[src/rtl/dma_irq_status.sv]
module dma_irq_status #(
  parameter int NCH = 8,
  parameter int AW  = 8,
  parameter int DW  = 32
) (
  input  logic           clk,
  input  logic           rst_n,
  input  logic [NCH-1:0] done_ev,
  input  logic [NCH-1:0] err_ev,
  input  logic [NCH-1:0] abt_ev,
  input  logic [NCH-1:0] tc_ctl_mask,
  input  logic [NCH-1:0] tc_irq_mask,
  input  logic [NCH-1:0] err_irq_mask,
  input  logic [NCH-1:0] abt_irq_mask,
  input  logic [NCH-1:0] chan_start,
  input  logic           reg_wr,
  input  logic [AW-1:0]  reg_addr,
  input  logic [DW-1:0]  reg_wdata,
  output logic [DW-1:0]  reg_rdata,
  output logic           irq_tc,
  output logic           irq_err,
  output logic           irq_any
);
  localparam int ABT_LSB = 16;
  localparam logic [AW-1:0] A_SUM    = AW'(8'h00);
  localparam logic [AW-1:0] A_TC_INT = AW'(8'h04);
  localparam logic [AW-1:0] A_TC_CLR = AW'(8'h08);
  localparam logic [AW-1:0] A_EA_INT = AW'(8'h0C);
  localparam logic [AW-1:0] A_EA_CLR = AW'(8'h10);
  localparam logic [AW-1:0] A_TC_RAW = AW'(8'h14);
  localparam logic [AW-1:0] A_EA_RAW = AW'(8'h18);
  localparam logic [AW-1:0] A_ENA    = AW'(8'h1C);

  logic [NCH-1:0] tc_raw, tc_int, err_raw, err_int, abt_raw, abt_int;

  wire tc_clr_hit = reg_wr && (reg_addr == A_TC_CLR);
  wire ea_clr_hit = reg_wr && (reg_addr == A_EA_CLR);

  wire [NCH-1:0] tc_clr  = tc_clr_hit ? reg_wdata[NCH-1:0] : '0;
  wire [NCH-1:0] err_clr = ea_clr_hit ? reg_wdata[NCH-1:0] : '0;
  wire [NCH-1:0] abt_clr = ea_clr_hit ? reg_wdata[ABT_LSB +: NCH] : '0;

  wire [NCH-1:0] tc_set   = done_ev & ~tc_ctl_mask;
  wire [NCH-1:0] tc_iset  = tc_set & ~tc_irq_mask;
  wire [NCH-1:0] err_iset = err_ev & ~err_irq_mask;
  wire [NCH-1:0] abt_iset = abt_ev & ~abt_irq_mask;

  always_ff @(posedge clk or negedge rst_n) begin
    if (!rst_n) begin
      tc_raw  <= '0;
      tc_int  <= '0;
      err_raw <= '0;
      err_int <= '0;
      abt_raw <= '0;
      abt_int <= '0;
    end else begin
      tc_raw  <= (tc_raw  & ~tc_clr)  | tc_set;
      tc_int  <= (tc_int  & ~tc_clr)  | tc_iset;
      err_raw <= (err_raw & ~err_clr) | err_ev;
      err_int <= (err_int & ~err_clr) | err_iset;
      abt_raw <= (abt_raw & ~abt_clr) | abt_ev;
      abt_int <= (abt_int & ~abt_clr) | abt_iset;
    end
  end

  always_ff @(posedge clk or negedge rst_n) begin
    if (!rst_n) begin
      irq_tc  <= 1'b0;
      irq_err <= 1'b0;
      irq_any <= 1'b0;
    end else begin
      irq_tc  <= |tc_int;
      irq_err <= |{err_int, abt_int};
      irq_any <= |{tc_int, err_int, abt_int};
    end
  end

  logic [DW-1:0] ea_int_w, ea_raw_w;
  always_comb begin
    ea_int_w = '0;
    ea_raw_w = '0;
    ea_int_w[NCH-1:0]          = err_int;
    ea_int_w[ABT_LSB +: NCH]   = abt_int;
    ea_raw_w[NCH-1:0]          = err_raw;
    ea_raw_w[ABT_LSB +: NCH]   = abt_raw;
  end

  always_comb begin
    case (reg_addr)
      A_SUM:    reg_rdata = DW'(tc_int | err_int | abt_int);
      A_TC_INT: reg_rdata = DW'(tc_int);
      A_EA_INT: reg_rdata = ea_int_w;
      A_TC_RAW: reg_rdata = DW'(tc_raw);
      A_EA_RAW: reg_rdata = ea_raw_w;
      A_ENA:    reg_rdata = DW'(chan_start);
      default:  reg_rdata = '0;
    endcase
  end


  tc_set_wins_chk: assert property (@(posedge clk) disable iff (!rst_n)
    |tc_set |=> ((tc_raw & $past(tc_set)) == $past(tc_set)));


  tc_int_within_raw_chk: assert property (@(posedge clk) disable iff (!rst_n)
    (tc_int & ~tc_raw) == '0);


  ea_clear_chk: assert property (@(posedge clk) disable iff (!rst_n)
    (ea_clr_hit && (err_ev == '0)) |=> ((err_raw & $past(reg_wdata[NCH-1:0])) == '0));


  irq_tc_lag_chk: assert property (@(posedge clk) disable iff (!rst_n)
    ##1 (irq_tc == $past(|tc_int)));


  irq_any_join_chk: assert property (@(posedge clk) disable iff (!rst_n)
    irq_any == (irq_tc | irq_err));
endmodule

[config.mk]
export PLATFORM = sky130hd
export DESIGN_NAME = dma_irq_status
export DESIGN_NICKNAME = d
export VERILOG_FILES = /design/src/rtl/dma_irq_status.sv
export SDC_FILE = /design/constraint.sdc
export NUM_CORES = 1
export LEC_CHECK = 0
export CAP_MARGIN = 5
export CORE_MARGIN = 2
export CORE_UTILIZATION = 36
export CTS_CLUSTER_SIZE = 20
export DETAILED_ROUTE_END_ITERATION = 6
export GPL_TIMING_DRIVEN = 0
export PLACE_DENSITY = 0.8
export SLEW_MARGIN = 20
export SYNTH_ARGS = -nofsm -noshare
export SYNTH_HDL_FRONTEND = slang
export SYNTH_SLANG_ARGS = --single-unit
[constraint.sdc]
create_clock -name clk -period 1.5 [get_ports clk]
set_input_delay 0.15 -clock clk [delete_from_list [all_inputs] [get_ports clk]]
set_output_delay 0.15 -clock clk [all_outputs]
set_load 0.03 [all_outputs]
==> impl_metrics.sql <==
INSERT INTO impl_metrics (metric_group, metric, value, unit) VALUES
('timing', 'max-slew-margin-rel', '59.90', '%'),
('final_layout', 'design.final.nets', '530', ''),
('worst_setup_path', 'timing.reg2reg.setup_slack', '0.07', 'ns'),
('placement', 'post_detailed_placement_cell_area', '4190', 'um2'),
('drt', 'drc', '0', ''),
('timing', 'setup_total_negative_slack', '-4.151', 'ns'),
('floorplan', 'die_height', '92.33', 'um'),
('timing', 'timing.clock.skew', '0.01381', 'ns'),
('final_layout', 'flow.area_growth_from_synthesis', '63.47', '%'),
('final_layout', 'final_design_area_no_fill', '4592', 'um2'),
('placement', 'place.detailed.hpwl', '6.381', 'mm'),
('synth', 'post_synth_num_cell_types', '36', ''),
('drt', 'drt_pre_antenna_iters', '4', ''),
('timing', 'timing.final.max_slew_violations', '0', ''),
('synth', 'synth_sequential_area_ratio', '45.43', '%'),
('grt', 'first_global_vias', '2798', ''),
('pwr', 'worst_ir_drop_vdd', '0.0004948', 'V'),
('drt', 'vias', '2663', ''),
('placement', 'place_congestion', '0.8182', ''),
('clock_network', 'cts_buffer_depth', '2', ''),
('clock_network', 'tritoncts', 'done', ''),
('synth', 'number_of_enable_type_register_cells_in_the_synthesized_netlist', '0', ''),
('grt', 'grt_remaining_overflow', '0', ''),
('worst_setup_path', 'timing.critical_path.fanout_max', '8', ''),
('final_layout', 'antenna_cells_inserted', '0', ''),
('timing', 'worst_pin_slew', '0.6015', 'ns'),
('clock_network', 'cts-buffers-inserted', '5', ''),
('timing', 'grt_setup_unrepaired', 'yes', ''),
('outcome', 'failed_checks', 'setup timing', ''),
('clock_network', 'htree_num_levels', '2', ''),
('synth', 'syn-cell-area', '2809', 'um2'),
('floorplan', 'design.core.area', '7647', 'um2'),
('drt', 'detailedRoute.firstIterationViolations', '140', ''),
('hold_path', 'timing.hold.worst.class', 'input pin to asynchronous set/reset pin', ''),
('worst_setup_path', 'worstPathArrival', '1.56', 'ns'),
('worst_setup_path', 'critical_path_required', '1.35', 'ns'),
('pwr', 'p_leak', '1.886', 'nW'),
('placement', 'place.port_buffers', '109', ''),
('synth', 'yosys-mux-area-fraction', '3.519', '%'),
('pwr', 'power.density', '623.4', 'nW/um2'),
('drt', 'ant_nets', '0', ''),
('drt', 'routed_wl', '8.741', 'mm'),
('grt', 'grt_max_degree', '27', ''),
('worst_setup_path', 'end_kind', 'output port', ''),
('outcome', 'outcome', 'finished with violations', ''),
('clock_network', 'path_clk_slew', '0.11', 'ns'),
('clock_network', 'clkSinkCount', '51', ''),
('timing', 'whs', '0.3566', 'ns'),
('synth', 'combinational_family_with_the_most_area_after_synthesis', 'compound AO/OA/AOI/OAI gates', ''),
('drt', 'routed_wl_per_cell', '16.62', 'um'),
('job', 'cap_viol_max_count', '0', ''),
('synth', 'asyncSetResetFlopFracSynth', '100.0', '%'),
('grt', 'antenna_found_initial', '0', ''),
('floorplan', 'die-width', '92.33', 'um'),
('final_layout', 'utilization', '60.05', '%'),
('worst_setup_path', 'worst_setup_path_start_kind', 'input pin', ''),
('synth', 'ys.warnings.count', '0', ''),
('synth', 'syn_avg_cell_area', '10.25', 'um2'),
('grt', 'grtUsageTotal', '20.72', '%'),
('synth', 'synth-main-ff-cell', 'sky130_fd_sc_hd__dfrtp_1', ''),
('timing', 'report.final.setup_viol', '47', ''),
('timing', 'tmin_final', '1.708', 'ns'),
('floorplan', 'floorplan.rows', '32', ''),
('synth', 'synthAdderAreaFrac', '0', '%'),
('floorplan', 'fp.dieArea', '8525', 'um2'),
('synth', 'ys_seq_elements', '51', ''),
('final_layout', 'final_layout_size_suffix_gt1_share', '32.31', '%'),
('synth', 'synth_compound_gate_area_share', '24.86', '%'),
('timing', 'timing.final.ws_setup', '-0.2080', 'ns'),
('synth', 'netlist_instances', '274', ''),
('timing', 'hold_violation_count_in_the_final_report', '0', ''),
('timing', 'timing.fmax', '0.5855', 'GHz'),
('floorplan', 'num_io_pins', '142', ''),
('drt', 'vias_per_cell', '5.063', ''),
('floorplan', 'start_util', '36.73', '%'),
('timing', 'timing.final.crit_share', '113.9', '%'),
('synth', 'synth-xor-area-share', '0', '%'),
('synth', 'post_synth_and_or_nand_nor_area_fraction', '16.70', '%'),
('clock_network', 'cts.root.buffer_cell', 'sky130_fd_sc_hd__clkbuf_8', ''),
('grt', 'grt_first_pass_wirelength', '13.79', 'mm'),
('worst_setup_path', 'critPathKind', 'input pin to output port', ''),
('clock_network', 'clk_latency', '0.32', 'ns'),
('placement', 'pre_cts_slack', '-1.393', 'ns');
-- layout make-up --
type                            instances  area (um2)
Buffer                                 29       259.0
Timing Repair Buffer                  128        1261
Clock buffer                            6       82.58
Clock inverter                          2       13.76
Sequential cell                        51        1276
Multi-Input combinational cell        189        1500
Tap cell                              102       127.6
Fill cell                             648        3055
Inverter                               19       71.32
-- flip-flops by register name, indices dropped and copies added, names as in the netlist --
name / count
irq_any: 1
tc_int: 8
irq_err: 1
abt_raw: 8
err_raw: 8
tc_raw: 8
abt_int: 8
err_int: 8
irq_tc: 1
-- cells in the mapped netlist (all sizes together) (4+ instances only) --
master | count | area, um2
nand3 | 24 | 170.2
a21bo | 7 | 70.07
o21a | 7 | 52.55
a21o | 16 | 120.1
nand2 | 11 | 41.29
a2bb2oi | 7 | 61.31
o2bb2ai | 7 | 61.31
clkbuf | 10 | 47.54
buf | 20 | 143.9
a22o | 24 | 210.2
dfrtp | 51 | 1276
nand2b | 8 | 50.05
a22oi | 7 | 52.55
inv | 19 | 71.32
mux2 | 7 | 78.83
nor2 | 18 | 67.56
nor4 | 4 | 40.04
a21oi | 9 | 45.04
-- what timing repair did --
item,4_1_cts,5_1_grt
pin swaps,4,7
endpoints found under the setup margin,64,66
cloned,0,1
hold buffers,1,0
resized for setup,154,27
hold endpoints to repair,25,0
setup buffers,12,4
-- metrics by stage --
stage	total power, mW	std cells
final	2.862	526
after global routing	2.957	526
after CTS	2.848	521
after detailed placement	1.972	501
after global placement	1.959	500
after floorplan	1.638	289
-- power breakdown --
part	total (mW)	leakage [nW]	internal (mW)	switching (mW)
Sequential	1.39	0.447	1.38	0.00592
Clock	0.867	0.0516	0.378	0.489
Combinational	0.610	1.39	0.342	0.268
-- cells in the final DEF (no fill, tap or decap), drive strengths merged, types with 3 or more instances in the layout --
cell            n
o2bb2ai         7
nand2          11
a2bb2oi         7
a21bo           7
nand3          24
clkdlybuf4s50  82
a22o           24
buf            60
clkbuf         13
dlygate4sd2     3
dfrtp          51
a21oi           9
mux2            7
nor2           18
nor4            4
inv            20
a21o           16
a22oi           7
and3            3
nand2b          8
o21a            7
conb           16
nor2b           3
-- routing by layer --
metal / part of all wire, % / up-vias / global-route usage, %
li1: - / 1257 / -
met1: 42 / 1261 / 25.90
met2: 49 / 125 / 35.52
met3: 6.8 / 20 / 4.638
met4: 2.1 / 0 / 6.716
met5: 0 / - / 0
-- final timing paths --
kind	from	endpoint	depth (start not counted)
hold reg to reg	err_raw[6]$_DFF_PN0_	err_raw[6]$_DFF_PN0_	1
max in group asynchronous	rst_n	tc_int[7]$_DFF_PN0_	3
setup / recovery	reg_addr[0]	reg_rdata[5]	6
min in group clk	tc_irq_mask[5]	tc_int[5]$_DFF_PN0_	2
setup reg to reg	abt_int[4]$_DFF_PN0_	irq_any$_DFF_PN0_	3
hold / removal	rst_n	tc_int[5]$_DFF_PN0_	2
-- worst max-delay path, cell delays in order --
cell	delay (ns)
sky130_fd_sc_hd__buf_6	0.09
sky130_fd_sc_hd__or4_4	0.57
sky130_fd_sc_hd__or2_4	0.32
sky130_fd_sc_hd__a21oi_2	0.14
sky130_fd_sc_hd__o21a_2	0.16
sky130_fd_sc_hd__buf_6	0.13
-- kinds of logic after synthesis --
family	count (synthesis)
mux	9
flops	51
simple gates	77
other cells	1
buf+inv	49
compound gates	87
(Power assumes the default switching activity.)
